===== config.mk =====
export PLATFORM = sky130hd
export DESIGN_NAME = frac_baud_gen
export DESIGN_NICKNAME = d
export VERILOG_FILES = /design/src/rtl/frac_baud_pkg.sv /design/src/rtl/frac_baud_ctrl.sv /design/src/rtl/frac_baud_dp.sv /design/src/rtl/frac_baud_gen.sv
export SDC_FILE = /design/constraint.sdc
export NUM_CORES = 1
export LEC_CHECK = 0
export BUFFER_PORTS_ARGS = -buffer_cell sky130_fd_sc_hd__buf_2
export CAP_MARGIN = 10
export CORE_MARGIN = 2
export CORE_UTILIZATION = 50
export CTS_CLUSTER_SIZE = 12
export DETAILED_ROUTE_END_ITERATION = 8
export GPL_TIMING_DRIVEN = 0
export PLACE_DENSITY = 0.69
export SKIP_CTS_REPAIR_TIMING = 1
export SYNTH_ARGS = -nofsm -noshare
export SYNTH_HDL_FRONTEND = slang
export SYNTH_SLANG_ARGS = --single-unit

===== constraint.sdc =====
create_clock -name clk -period 8.14 [get_ports clk]
set_clock_uncertainty 0.15 [all_clocks]
set_input_delay 0.407 -clock clk [delete_from_list [all_inputs] [get_ports clk]]
set_output_delay 0.407 -clock clk [all_outputs]
set_load 0.1 [all_outputs]

===== src/rtl/frac_baud_pkg.sv =====
package frac_baud_pkg;
  // Strobes from control to datapath
  typedef struct packed {
    logic clear;    // restart all counters and the phase
    logic useFrac;  // route the fractional stage into the path
  } baud_strb_t;
endpackage


===== src/rtl/frac_baud_ctrl.sv =====
module frac_baud_ctrl
  import frac_baud_pkg::*;
#(
  parameter int CD_W = 3,
  parameter int DL_W = 16,
  parameter int M_W  = 4,
  parameter int N_W  = 11
) (
  input  logic            clk,
  input  logic            rstN,
  input  logic [CD_W-1:0] cdCode,
  input  logic [DL_W-1:0] divLatch,
  input  logic            fracEn,
  input  logic [M_W-1:0]  fracM,
  input  logic [N_W-1:0]  fracN,
  output baud_strb_t      strb,
  output logic [DL_W-1:0] dlEff,
  output logic [M_W-1:0]  mEff
);
  localparam int CFG_W = CD_W + DL_W + 1 + M_W + N_W;

  logic [CFG_W-1:0] cfgNow, cfgQ;
  logic             cfgValid;

  assign cfgNow = {cdCode, divLatch, fracEn, fracM, fracN};

  always_ff @(posedge clk or negedge rstN) begin
    if (!rstN) begin
      cfgQ     <= '0;
      cfgValid <= 1'b0;
    end else begin
      cfgQ     <= cfgNow;
      cfgValid <= 1'b1;
    end
  end

  // First edge after reset, or any changed setting, restarts the datapath
  assign strb.clear   = !cfgValid || (cfgNow != cfgQ);
  assign strb.useFrac = fracEn;

  // Zero divisors are taken as one
  assign dlEff = (divLatch == '0) ? DL_W'(1) : divLatch;
  assign mEff  = (fracM == '0) ? M_W'(1) : fracM;
endmodule


===== src/rtl/frac_baud_dp.sv =====
module frac_baud_dp
  import frac_baud_pkg::*;
#(
  parameter int CD_W     = 3,
  parameter int DL_W     = 16,
  parameter int M_W      = 4,
  parameter int N_W      = 11,
  parameter int OS_RATIO = 16
) (
  input  logic            clk,
  input  logic            rstN,
  input  baud_strb_t      strb,
  input  logic [CD_W-1:0] cdCode,
  input  logic [DL_W-1:0] dlEff,
  input  logic [M_W-1:0]  mEff,
  input  logic [N_W-1:0]  fracN,
  output logic            osTick,
  output logic            bitTick
);
  localparam int PRE_W = (1 << CD_W) + 1;
  localparam int OS_W  = (OS_RATIO > 1) ? $clog2(OS_RATIO) : 1;

  logic [PRE_W-1:0] preCnt, preLast;
  logic [M_W:0]     fracCnt, target;
  logic [N_W-1:0]   phase;
  logic [N_W:0]     phaseSum;
  logic [DL_W-1:0]  dlCnt;
  logic [OS_W-1:0]  osCnt;
  logic             preTick, fracTick, stageTick, dlLast, osRaw, osLast;

  // Prescaler: 2^(CD+1) cycles per pulse
  assign preLast = (PRE_W'(1) << ({1'b0, cdCode} + 1'b1)) - PRE_W'(1);
  assign preTick = (preCnt == preLast);

  // Fractional stage: M or M+1 prescaler pulses, chosen by the phase carry
  assign phaseSum = {1'b0, phase} + {1'b0, fracN};
  assign target   = {1'b0, mEff} + {{M_W{1'b0}}, phaseSum[N_W]};
  assign fracTick = preTick && (fracCnt == target - 1'b1);

  assign stageTick = strb.useFrac ? fracTick : preTick;
  assign dlLast    = (dlCnt == dlEff - 1'b1);
  assign osRaw     = stageTick && dlLast;
  assign osLast    = (osCnt == OS_W'(OS_RATIO - 1));

  assign osTick  = osRaw && !strb.clear;
  assign bitTick = osTick && osLast;

  always_ff @(posedge clk or negedge rstN) begin
    if (!rstN) begin
      preCnt  <= '0;
      fracCnt <= '0;
      phase   <= '0;
      dlCnt   <= '0;
      osCnt   <= '0;
    end else if (strb.clear) begin
      preCnt  <= '0;
      fracCnt <= '0;
      phase   <= '0;
      dlCnt   <= '0;
      osCnt   <= '0;
    end else begin
      preCnt <= preTick ? '0 : preCnt + 1'b1;
      if (strb.useFrac && preTick) begin
        if (fracTick) begin
          fracCnt <= '0;
          phase   <= phaseSum[N_W-1:0];
        end else begin
          fracCnt <= fracCnt + 1'b1;
        end
      end
      if (stageTick) dlCnt <= dlLast ? '0 : dlCnt + 1'b1;
      if (osRaw)     osCnt <= osLast ? '0 : osCnt + 1'b1;
    end
  end


  clear_quiets_os_chk: assert property (@(posedge clk) disable iff (!rstN)
    strb.clear |=> !osTick);


  os_single_cycle_chk: assert property (@(posedge clk) disable iff (!rstN)
    osTick |=> !osTick);


  phase_hold_chk: assert property (@(posedge clk) disable iff (!rstN)
    (!fracTick && !strb.clear) |=> $stable(phase));


  dl_range_chk: assert property (@(posedge clk) disable iff (!rstN)
    !strb.clear |-> (dlCnt < dlEff));


  frac_range_chk: assert property (@(posedge clk) disable iff (!rstN)
    !strb.clear |-> (fracCnt < target));
endmodule


===== src/rtl/frac_baud_gen.sv =====
module frac_baud_gen
  import frac_baud_pkg::*;
#(
  parameter int CD_W     = 3,
  parameter int DL_W     = 16,
  parameter int M_W      = 4,
  parameter int N_W      = 11,
  parameter int OS_RATIO = 16
) (
  input  logic            clk,
  input  logic            rstN,
  input  logic [CD_W-1:0] cdCode,
  input  logic [DL_W-1:0] divLatch,
  input  logic            fracEn,
  input  logic [M_W-1:0]  fracM,
  input  logic [N_W-1:0]  fracN,
  output logic            osTick,
  output logic            bitTick
);
  baud_strb_t      strb;
  logic [DL_W-1:0] dlEff;
  logic [M_W-1:0]  mEff;

  frac_baud_ctrl #(.CD_W(CD_W), .DL_W(DL_W), .M_W(M_W), .N_W(N_W)) uCtrl (
    .clk(clk), .rstN(rstN), .cdCode(cdCode), .divLatch(divLatch),
    .fracEn(fracEn), .fracM(fracM), .fracN(fracN),
    .strb(strb), .dlEff(dlEff), .mEff(mEff)
  );

  frac_baud_dp #(.CD_W(CD_W), .DL_W(DL_W), .M_W(M_W), .N_W(N_W),
                 .OS_RATIO(OS_RATIO)) uDp (
    .clk(clk), .rstN(rstN), .strb(strb), .cdCode(cdCode), .dlEff(dlEff),
    .mEff(mEff), .fracN(fracN), .osTick(osTick), .bitTick(bitTick)
  );
endmodule


# Word-level counts from Yosys, hierarchy flattened
# Cells that the tools add are included.
dict set report classes {
  n_addsub 10
  multipliers 0
  div_mod_pow 0
  magnitude_cmp 0
  n_eq_ne 5
  shift 1
  mux 17
  bitwise_logic 0
  n_reduce_logical 15
}
# operator n
set op_table {}
lappend op_table {{$mux W16} 4}
lappend op_table {{$ne A35 B35 Y1} 1}
lappend op_table {{$mux W11} 3}
lappend op_table {{$mux W9} 2}
lappend op_table {{$add A16 B1 Y16 const B} 1}
lappend op_table {{$eq A16 B16 Y1} 1}
lappend op_table {{$logic_not A16 Y1} 1}
lappend op_table {{$mux W4} 4}
lappend op_table {{$sub A16 B1 Y16 const B} 1}
lappend op_table {{$mux W5} 3}
lappend op_table {{$add A11 B11 Y12} 1}
lappend op_table {{$add A9 B1 Y9 const B} 1}
lappend op_table {{$eq A9 B9 Y1} 1}
lappend op_table {{$shl A1 B4 Y9 const A} 1}
lappend op_table {{$sub A9 B2 Y9 const B} 1}
lappend op_table {{$reduce_bool A2 Y1} 4}
lappend op_table {{$add A4 B1 Y5} 1}
lappend op_table {{$add A5 B1 Y5 const B} 1}
lappend op_table {{$eq A5 B5 Y1} 1}
lappend op_table {{$logic_and A1 B1 Y1} 5}
lappend op_table {{$sub A5 B1 Y5 const B} 1}
lappend op_table {{$add A3 B1 Y4 const B} 1}
lappend op_table {{$add A4 B1 Y4 const B} 1}
lappend op_table {{$eq A4 B4 Y1 const B} 1}
lappend op_table {{other kinds (5)} 6}
dict set report totals {
  ff_bits 81
  latchBits 0
  mem_bits_rw 0
  rom_bits 0
  input_bits 37
  output_inout_bits 2
  wordCells 55
  memories 0
}

# Logic depth before layout (Yosys ltp)
# Gate-level depths: netlist of the first run.
dict set report depth {
  word_depth 10
  mapped_depth 19
}

# Modules after synthesis
# Synthesis of the first run repeated with hierarchy kept, for this count alone.
dict set report unflattened {
  hier_cells 556
  area_unflattened_um2 5275.1
}
# mod n_inst cells_per_inst area_each_um2
set by_module_without_submodules {}
lappend by_module_without_submodules {frac_baud_dp 1 446 3854.9}
lappend by_module_without_submodules {frac_baud_ctrl 1 110 1420.1}

# Worst setup path before layout of the first run
# Ideal clock, no wire load.
dict set report synth_timing {
  path_type {input -> output}
  start {in fracN[1]}
  end {out bitTick}
  t_arrival_ns 6.156
  t_required_ns 7.583
  setup_slack_ns 1.427
  cell_stages 18
  path_buffers 0
  cell_sequence {ha_1 > a21o_1 > a21oi_1 > o21ai_0 > or4_1 > a31o_2 > a21o_1 > a21o_1 > a21oi_1 > ha_1 > ha_1 > xnor2_1 > a21oi_1 > o2111ai_1 > a211oi_2 > nand3_4 > nor2_1 > and4_1}
}
dict set report synth_between {
  elab_chain_cells 9
  word_cells_on_any_way 12
}
# item line_no
set synth_rtl {}
lappend synth_rtl {{from (decl)} frac_baud_gen.sv:16} ;# input logic [N_W-1:0] fracN,
lappend synth_rtl {{$add A11 B11 Y12} frac_baud_dp.sv:36} ;# assign phaseSum = {1'b0, phase} + {1'b0, fracN};
lappend synth_rtl {{$add A4 B1 Y5} frac_baud_dp.sv:37} ;# assign target = {1'b0, mEff} + {{M_W{1'b0}}, phaseSum[N_W]};
lappend synth_rtl {{$sub A5 B1 Y5} frac_baud_dp.sv:38} ;# assign fracTick = preTick && (fracCnt == target - 1'b1);
lappend synth_rtl {{$eq A5 B5 Y1} frac_baud_dp.sv:38}
lappend synth_rtl {{$logic_and A1 B1 Y1} frac_baud_dp.sv:38}
lappend synth_rtl {{$mux W1} frac_baud_dp.sv:40} ;# assign stageTick = strb.useFrac ? fracTick : preTick;
lappend synth_rtl {{$logic_and A1 B1 Y1} frac_baud_dp.sv:42} ;# assign osRaw = stageTick && dlLast;
lappend synth_rtl {{$logic_and A1 B1 Y1 (*)} frac_baud_dp.sv:45} ;# assign osTick = osRaw && !strb.clear;
lappend synth_rtl {{named net osTick} frac_baud_gen.sv:17} ;# output logic osTick,
lappend synth_rtl {{$logic_and A1 B1 Y1 (*)} frac_baud_dp.sv:46} ;# assign bitTick = osTick && osLast;
lappend synth_rtl {{to (decl)} frac_baud_gen.sv:18} ;# output logic bitTick
# Mark *: on every way through the listed nets, which the timed path passes. The rest lies on a longest branch.

# Worst setup path after layout of the first run
dict set report layout_timing {
  start {reg uDp.phase[1]}
  end {out bitTick}
}
dict set report layout_between {
  elab_chain_cells 9
}
# item line_no
set layout_rtl {}
lappend layout_rtl {{from (decl)} frac_baud_dp.sv:25} ;# logic [N_W-1:0] phase;
lappend layout_rtl {{from (signal assigned)} frac_baud_dp.sv:66} ;# phase <= phaseSum[N_W-1:0];
lappend layout_rtl {{$add A11 B11 Y12} frac_baud_dp.sv:36}
lappend layout_rtl {{$add A4 B1 Y5} frac_baud_dp.sv:37}
lappend layout_rtl {{$sub A5 B1 Y5} frac_baud_dp.sv:38}
lappend layout_rtl {{$eq A5 B5 Y1} frac_baud_dp.sv:38}
lappend layout_rtl {{$logic_and A1 B1 Y1} frac_baud_dp.sv:38}
lappend layout_rtl {{$mux W1} frac_baud_dp.sv:40}
lappend layout_rtl {{$logic_and A1 B1 Y1} frac_baud_dp.sv:42}
lappend layout_rtl {{$logic_and A1 B1 Y1} frac_baud_dp.sv:45}
lappend layout_rtl {{$logic_and A1 B1 Y1} frac_baud_dp.sv:46}
# No other way between the ends.

==> results of run 1 <==
## metal layers
metal	track usage, %	vias up	part of all wire (%)
met5	0	-	0
met4	10.5	0	3.2
met3	3.80	29	4.3
met2	34.7	84	47
met1	29.3	1878	46
li1	-	1891	-
## logic make-up (layout without fill, tap and decap cells)
family | count (synthesis) | in the layout | synth area share (%)
buffers and inverters | 39 | 94 | 3.22
AOI/OAI and AO/OA | 89 | 89 | 13.0
other | 1 | 2 | 0.0767
xor gates and xnor gates | 91 | 91 | 16.6
DFF | 81 | 81 | 41.4
muxes | 4 | 4 | 0.870
and+or+nand+nor | 175 | 175 | 19.6
adders and majority gates | 20 | 20 | 5.27
## per-stage QoR
step | hold slack [ns] | instances
global route | 0.0115 | 689
finish | 0.0235 | 689
detailed placement | 0.123 | 673
floorplan | -0.0386 | 501
CTS | -0.264 | 688
global placement | 0.311 | 672
## final cells by class
type,instances,area [µm²],area share (%)
Buffer,26,109,1.98
Sequential cell,81,2030,36.9
Clock inverter,4,52.6,0.956
Multi-Input combinational cell,381,2710,49.3
Timing Repair Buffer,40,230,4.19
Tap cell,133,166,3.03
Clock buffer,11,151,2.76
Inverter,13,48.8,0.888
## power by group through the flow
stage / registers (µW) / logic (µW) / clock network (µW)
after CTS: 415 / 89.1 / 313
after detailed placement: 423 / 88.5 / 0
after floorplan: 423 / 50.0 / 0
after global routing: 416 / 98.9 / 327
final: 415 / 88.1 / 304
after global placement: 423 / 84.4 / 0
## how the worst max path moves through the flow
| stage | startpoint | end | slack [ns] |
|---|---|---|---|
| floorplan | fracN[1] | bitTick | 1.43 |
| global placement | fracN[1] | bitTick | 2.15 |
| detailed placement | fracN[1] | bitTick | 2.08 |
| CTS | uDp.phase[1] | bitTick | 1.84 |
| global route | uDp.phase[1] | bitTick | 1.46 |
| finish | uDp.phase[1] | bitTick | 1.89 |
## Yosys cell counts, types with 2 or more instances
library cell,instances
o21bai_1,2
xnor2_1,32
a311oi_1,2
o21ai_0,8
nand4_1,8
and2_1,4
a21oi_1,22
nor3b_1,5
xor2_1,58
a21o_1,3
or2_2,2
mux2i_1,2
buf_2,3
nor3_1,9
nand2_1,33
o22ai_1,2
a31oi_1,5
nor4_1,13
dfrtp_1,81
o41ai_1,3
and4_1,3
ha_1,19
and3_1,8
o31ai_1,12
o2111ai_1,4
o32ai_1,2
or3_1,6
or4_1,11
nor2b_1,3
mux2_2,2
inv_1,13
nor2_1,43
nand3_1,14
nand2b_1,3
clkbuf_1,22
o211ai_1,8
o21a_1,3
## cells in the final DEF, fill, tap and decap left out, drive strengths merged, types with 3 or more instances in the layout
cell      synthesis  routed
o21ai             9       9
inv              13      13
a21o              3       3
nor4             14      14
and2              4       4
clkinvlp          0       3
xnor2            32      32
nor2b             3       3
nand4             8       8
o21a              3       3
nand2b            3       3
nor2             43      43
nor3b             5       5
o41ai             3       3
o31ai            12      12
nor3             10      10
a31oi             5       5
buf               4      43
and3              8       8
a21oi            22      22
or3               6       6
and4              3       3
o211ai            8       8
nand2            33      33
or4              11      11
xor2             58      58
dfrtp            81      81
o2111ai           4       4
nand3            15      15
clkbuf           22      33
ha               19      19
## registers in the layout, indices dropped and copies added (netlist names)
name,flops
uCtrl.cfgQ,35
uCtrl.cfgValid,1
uDp.preCnt,9
uDp.osCnt,4
uDp.fracCnt,5
uDp.dlCnt,16
uDp.phase,11
## worst max-delay path: stages (launching register included)
cell	delay, ns
dfrtp_1	0.41
ha_1	0.27
a21o_1	0.15
a21oi_1	0.21
o21ai_0	0.16
or4_1	0.45
a31o_2	0.26
a21o_1	0.19
a21o_1	0.18
a21oi_1	0.25
ha_1	0.22
ha_1	0.24
xnor2_1	0.12
a21oi_1	0.12
o2111ai_1	0.26
a211oi_2	0.79
nand3_4	0.22
nor2_1	0.19
and4_1	0.21
buf_2	0.42
==> impl_results.md, run 1 <==
* R2r setup slk at about 2.6 ns
* MaxCap Viol Count at 0
* First-pass GRT wire length at between 15000 and 20000 µm
* Final core occ at between 50% and 60%
* Required @ worst endpoint at around 7.6 ns
* Clock network fraction of total power at between 30% and 40%
* CTS root buffer: clkbuf_8
* Final WL at around 11000 µm
* Setup TNS at 0 ns
* Final setup fails at 0
* CP Launch Type: flip-flop
* Die height at a little over 100 µm
* Std cell rows at 36
* Pwr/cell area at roughly 150 mW/mm²
* Power Internal at 604 µW
* Detailed Routing Iterations Pass 1 at 5
* Pin count of the biggest net entering global routing at 70
* Post-Syn Area per Cell at about 9.8 µm²
* Synth Flop Type: dfrtp_1
* Logic gate share of total power at a little over a tenth
* Core Area at between 0.009 and 0.01 mm²
* Clock sinks at 81
* Number of flops mapped to enable cells by yosys at 0
* Initial antenna violation count at 0
* CP Capture Type: output port
* Final Hold Vio Count at 0
* # fillers at between 800 and 900
* Achievable Freq at 0.160 GHz
* Crit Reg-Reg Endpoint: uDp.dlCnt[6]
* WP data arrival at around 5.7 ns
* Sequential Power Share at roughly half
* Hold wc startpoint: cdCode[1]
* Max_slew headroom at a little under two fifths
* Worst slew pin tran at 0.934 ns
* R2r startpoint: uDp.phase[1]
* Wire per inst at between 15 and 20 µm
* Vias at between 3000 and 4000
* Synthesis-to-finish area growth at 12.4%
* Hold crit path type: in2reg
* Tmin final at 6.25 ns
* DR iter-0 viols at approximately 200
* CTS tree: yes
* YS warnings at 0
* Die area at around 0.011 mm²
* HPWL after detailed placement at 8050 µm
* Via density at 5.63
* Synthesized cell area at just under 0.005 mm²
* RSZ-0062 raised after global routing: no
* IO Count at 39
* Switching Fraction at between 20% and 30%
* Synth area leaders: dfrtp_1, xor2_1, xnor2_1, ha_1, nor2_1
* Share of cells above drive strength 1 at approximately an eighth
* Placed cell area at about 0.0053 mm²
* Final Cell Area at around 0.0055 mm²
* Leak Pwr at 0.00228 µW
* NumNets Final at 609
* Net load switching power at 204 µW
* Synth top area share at between 40% and 50%
* PortBufs at 38
* Period utilization at 76.8%
* Hold Path Depth at 1
* R2r worst-path depth at 19
* Sequential share of the synthesized area at 41.4%
* Yosys reg bits at between 80 and 90
* Peak supply drop at about 74 µV
* Pre-CTS setup slack at 2.08 ns
* Vias in the first global route at between 3000 and 4000
* Post-DRT Antenna Nets at 0
* Power Total at ~800 µW
* CP max FO at 10
* Chip width at 103 µm
* Remaining DRCs at 0
* Yosys top cell by area: dfrtp_1
* Total track usage at 21.9%
* Clk Latency, worst-skew pair at ~0.35 ns
* Antenna Diode Count at 0
* Max H-tree Level at 3
* Gr ovfl total at 0
* Clock buffer depth at 2
* Critical path type: reg2out
* Synth Instances at 500
* Fin. max-slew vios at 0
* Distinct cells, synth at between 60 and 70
* Worst Hold Path EP: uCtrl.cfgQ[33]
* Setup slack after layout at approximately 1.9 ns
* GP Congestion at about 0.87
* Worst-path clk slew at 0.08 ns
* Status: finished, final reports clean
* CTS Buf Count at 9
* Starting Density at 50.7%
* Async SR Flop Fraction at 100%
(Power assumes the default switching activity.)
==> run 2: changes to the inputs <==
--- a/config.mk
+++ b/config.mk
@@ -12,7 +12,7 @@
 export CTS_CLUSTER_SIZE = 12
 export DETAILED_ROUTE_END_ITERATION = 8
 export GPL_TIMING_DRIVEN = 0
-export PLACE_DENSITY = 0.69
+export PLACE_DENSITY = 0.72
 export SKIP_CTS_REPAIR_TIMING = 1
 export SYNTH_ARGS = -nofsm -noshare
 export SYNTH_HDL_FRONTEND = slang
==> constraint.sdc (replaced) <==
create_clock -name clk -period 5.5 [get_ports clk]
set_clock_uncertainty 0.15 [all_clocks]
set_input_delay 0.275 -clock clk [delete_from_list [all_inputs] [get_ports clk]]
set_output_delay 0.275 -clock clk [all_outputs]
set_load 0.1 [all_outputs]
==> run 2 against run 1 <==
Non-clock buffer count is 39 higher. Register-to-register slack worse by 2.1 ns. Setup slack worse by 1.7 ns. Cell area is 7.9% higher. Sequential share of layout area is 2.7 points lower. Final cell count is 5.8% higher. Wire length is 5.1% higher. First-iteration DRC count is 43% higher. Critical path depth is 1 higher. Count of clock-buffer cells in the layout is 1 higher. Combinational power is 75% higher. Sequential cell count stayed put. Largest power group unchanged.
==> impl_results.md, run 2 (synthesis gave the netlist of run 1 again) <==
* Crit path buf inv count at 2 (+1)
* R2r setup slk at 0.53 ns (-2.08 ns)
* MaxCap Viol Count at 0 (unchanged)
* Critical path type: reg2out
* Clock buffer depth at 2 (unchanged)
* Antenna Diode Count at 0 (unchanged)
* Largest register FFs at 35 (unchanged)
* Final Hold Vio Count at 0 (unchanged)
* WP data arrival at 4.88 ns (-0.82 ns)
* Die height at 103 µm (unchanged)
* HPWL after detailed placement at 8110 µm (+0.77%)
* Max stage delay cell, worst path: or4_1
* Most frequent cells in the layout: dfrtp_1, xor2_1, nor2_1, buf_2, dlygate4sd3_1
* Share of cells above drive strength 1 at 13.6% (+0.82 points)
* Clock sinks at 81 (unchanged)
* R2r worst-path depth at 20 (+1)
* Largest regs: uCtrl.cfgQ (35), uDp.dlCnt (16), uDp.phase (11)
* Worst-path clk slew at 0.09 ns (about the same)
* Power Total at 1220 µW (+52%)
* Max_slew headroom at 36.5% (-1.1 points)
* Clk Latency, worst-skew pair at 0.35 ns (about the same)
* CP top delay family: compound AO/OA/AOI/OAI gates
* Placed cell area at 0.00529 mm² (+0.17%)
* Post-DRT Antenna Nets at 0 (unchanged)
* Status: finished, final reports clean
* Detailed Routing Iterations Pass 1 at 5 (unchanged)
* Synthesis-to-finish area growth at 21.2%
* Chip width at 103 µm (unchanged)
* Starting Density at 50.7% (unchanged)
* Tmin final at ~5.3 ns
* CTS root buffer: clkbuf_8
* R2r startpoint: uDp.phase[1]
* CP Capture Type: output port
* IO Count at 39 (unchanged)
* Via density at 5.61 (-0.37%)
* Die area at 0.0106 mm² (unchanged)
* Gr ovfl total at 0 (unchanged)
* Initial antenna violation count at 0 (unchanged)
* Critical Path Max Stage Delay at 0.45 ns (-0.34 ns)
* Vias in the first global route at 3725 (-0.75%)
* CTS tree: yes
* NumNets Final at 648 (+6.4%)
* Period utilization at 96.4%
* Std cell rows at 36 (unchanged)
* Final Cell Area at 0.00593 mm² (+7.9%)
* Final setup fails at 0 (unchanged)
* CP Launch Type: flip-flop
* Top reg by flops: uCtrl.cfgQ
* CP startpoint: uDp.phase[1]
* Wire per inst at 15.7 µm (-0.63%)
* Pin count of the biggest net entering global routing at 58 (-17%)
* Required @ worst endpoint at 5.08 ns (-2.50 ns)
* Remaining DRCs at 0 (unchanged)
* Final core occ at 61.5% (+4.5 points)
* PortBufs at 38 (unchanged)
* Final WL at 11400 µm (+5.1%)
* RSZ-0062 raised after global routing: no
* Vias at 4092 (+5.4%)
* Total track usage at 22.0% (+0.12 points)
* Hold crit path type: in2async
* Crit-path cells: ha_1 -> a21o_1 -> a21oi_2 -> o21ai_0 -> or4_1 -> a31o_2 -> a21o_1 -> a21o_1 -> a21oi_2 -> ha_2 -> ha_1 -> xnor2_1 -> a21oi_1 -> o2111ai_2 -> a211oi_4 -> buf_6 -> nand3_4 -> nor2_4 -> and4_2 -> buf_12
* Max H-tree Level at 3 (unchanged)
* DR iter-0 viols at 278 (+43%)
* CP max FO at 7 (-3)
* First-pass GRT wire length at 18000 µm (-0.27%)
* Crit Reg-Reg Endpoint: uDp.dlCnt[15]
* GP Congestion at 0.913 (+4.9%)
* Fin. max-slew vios at 0 (unchanged)
* CTS Buf Count at 9 (unchanged)
* Pwr/cell area at 207 mW/mm² (+41%)
* Worst slew pin tran at 0.951 ns (+0.0168 ns)
* Peak supply drop at 112 µV (+51%)
* Most common cell after layout, fill and taps aside: dfrtp_1
* Achievable Freq at 0.189 GHz
* CP dominant cell by count: a21o_1
* Worst path depth at 20 (+1)
* Leak Pwr at 0.00246 µW (+7.9%)
* Core Area at 0.00964 mm² (unchanged)
-- run 2: layout make-up --
cell class / instances / area [µm²]
Sequential cell: 81 / 2030
Buffer: 26 / 109
Multi-Input combinational cell: 381 / 2740
Clock inverter: 4 / 51.3
Timing Repair Buffer: 79 / 629
Tap cell: 133 / 166
Clock buffer: 12 / 155
Fill cell: 825 / 3710
Inverter: 13 / 48.8
-- run 2: worst max-delay path by stage --
stage                   end  slack, ns
detailed placement  bitTick      -0.31
CTS                 bitTick      -0.66
finish              bitTick       0.20
global placement    bitTick      -0.21
floorplan           bitTick       0.04
global route        bitTick      0.003
-- run 2: routing by layer --
layer	routed length [µm]	global-route usage, %	share of wire [%]	vias up
li1	-	-	-	1965
met1	5250	30.4	46	1992
met2	5410	35.5	47	111
met3	464	2.85	4.1	24
met4	331	8.70	2.9	0
met5	0	0	0	-
-- run 2: stage by stage --
stage | hold slack, ns | TNS [ns] | cells | setup slack [ns]
floorplan | -0.171 | 0 | 501 | 0.0444
finish | 0.234 | 0 | 729 | 0.198
global placement | 0.245 | -0.251 | 672 | -0.209
CTS | -0.312 | -2.01 | 689 | -0.658
detailed placement | 0.0640 | -1.51 | 673 | -0.308
global route | 0.261 | 0 | 729 | 0.00286
-- run 2: worst reg2reg max path: cells and delay by family, from the launching register on --
kind	cells	cell delay [ns]
compound gates	11	2.14
simple gates	3	1.03
fa+ha+maj	3	0.75
flops	1	0.41
buf+inv	2	0.29
xor+xnor	1	0.14
-- run 2: where the power goes --
group | internal (µW) | switching, µW | total, µW
clock | 235 | 221 | 457
sequential | 608 | 5.98 | 614
combinational | 70.4 | 83.2 | 154
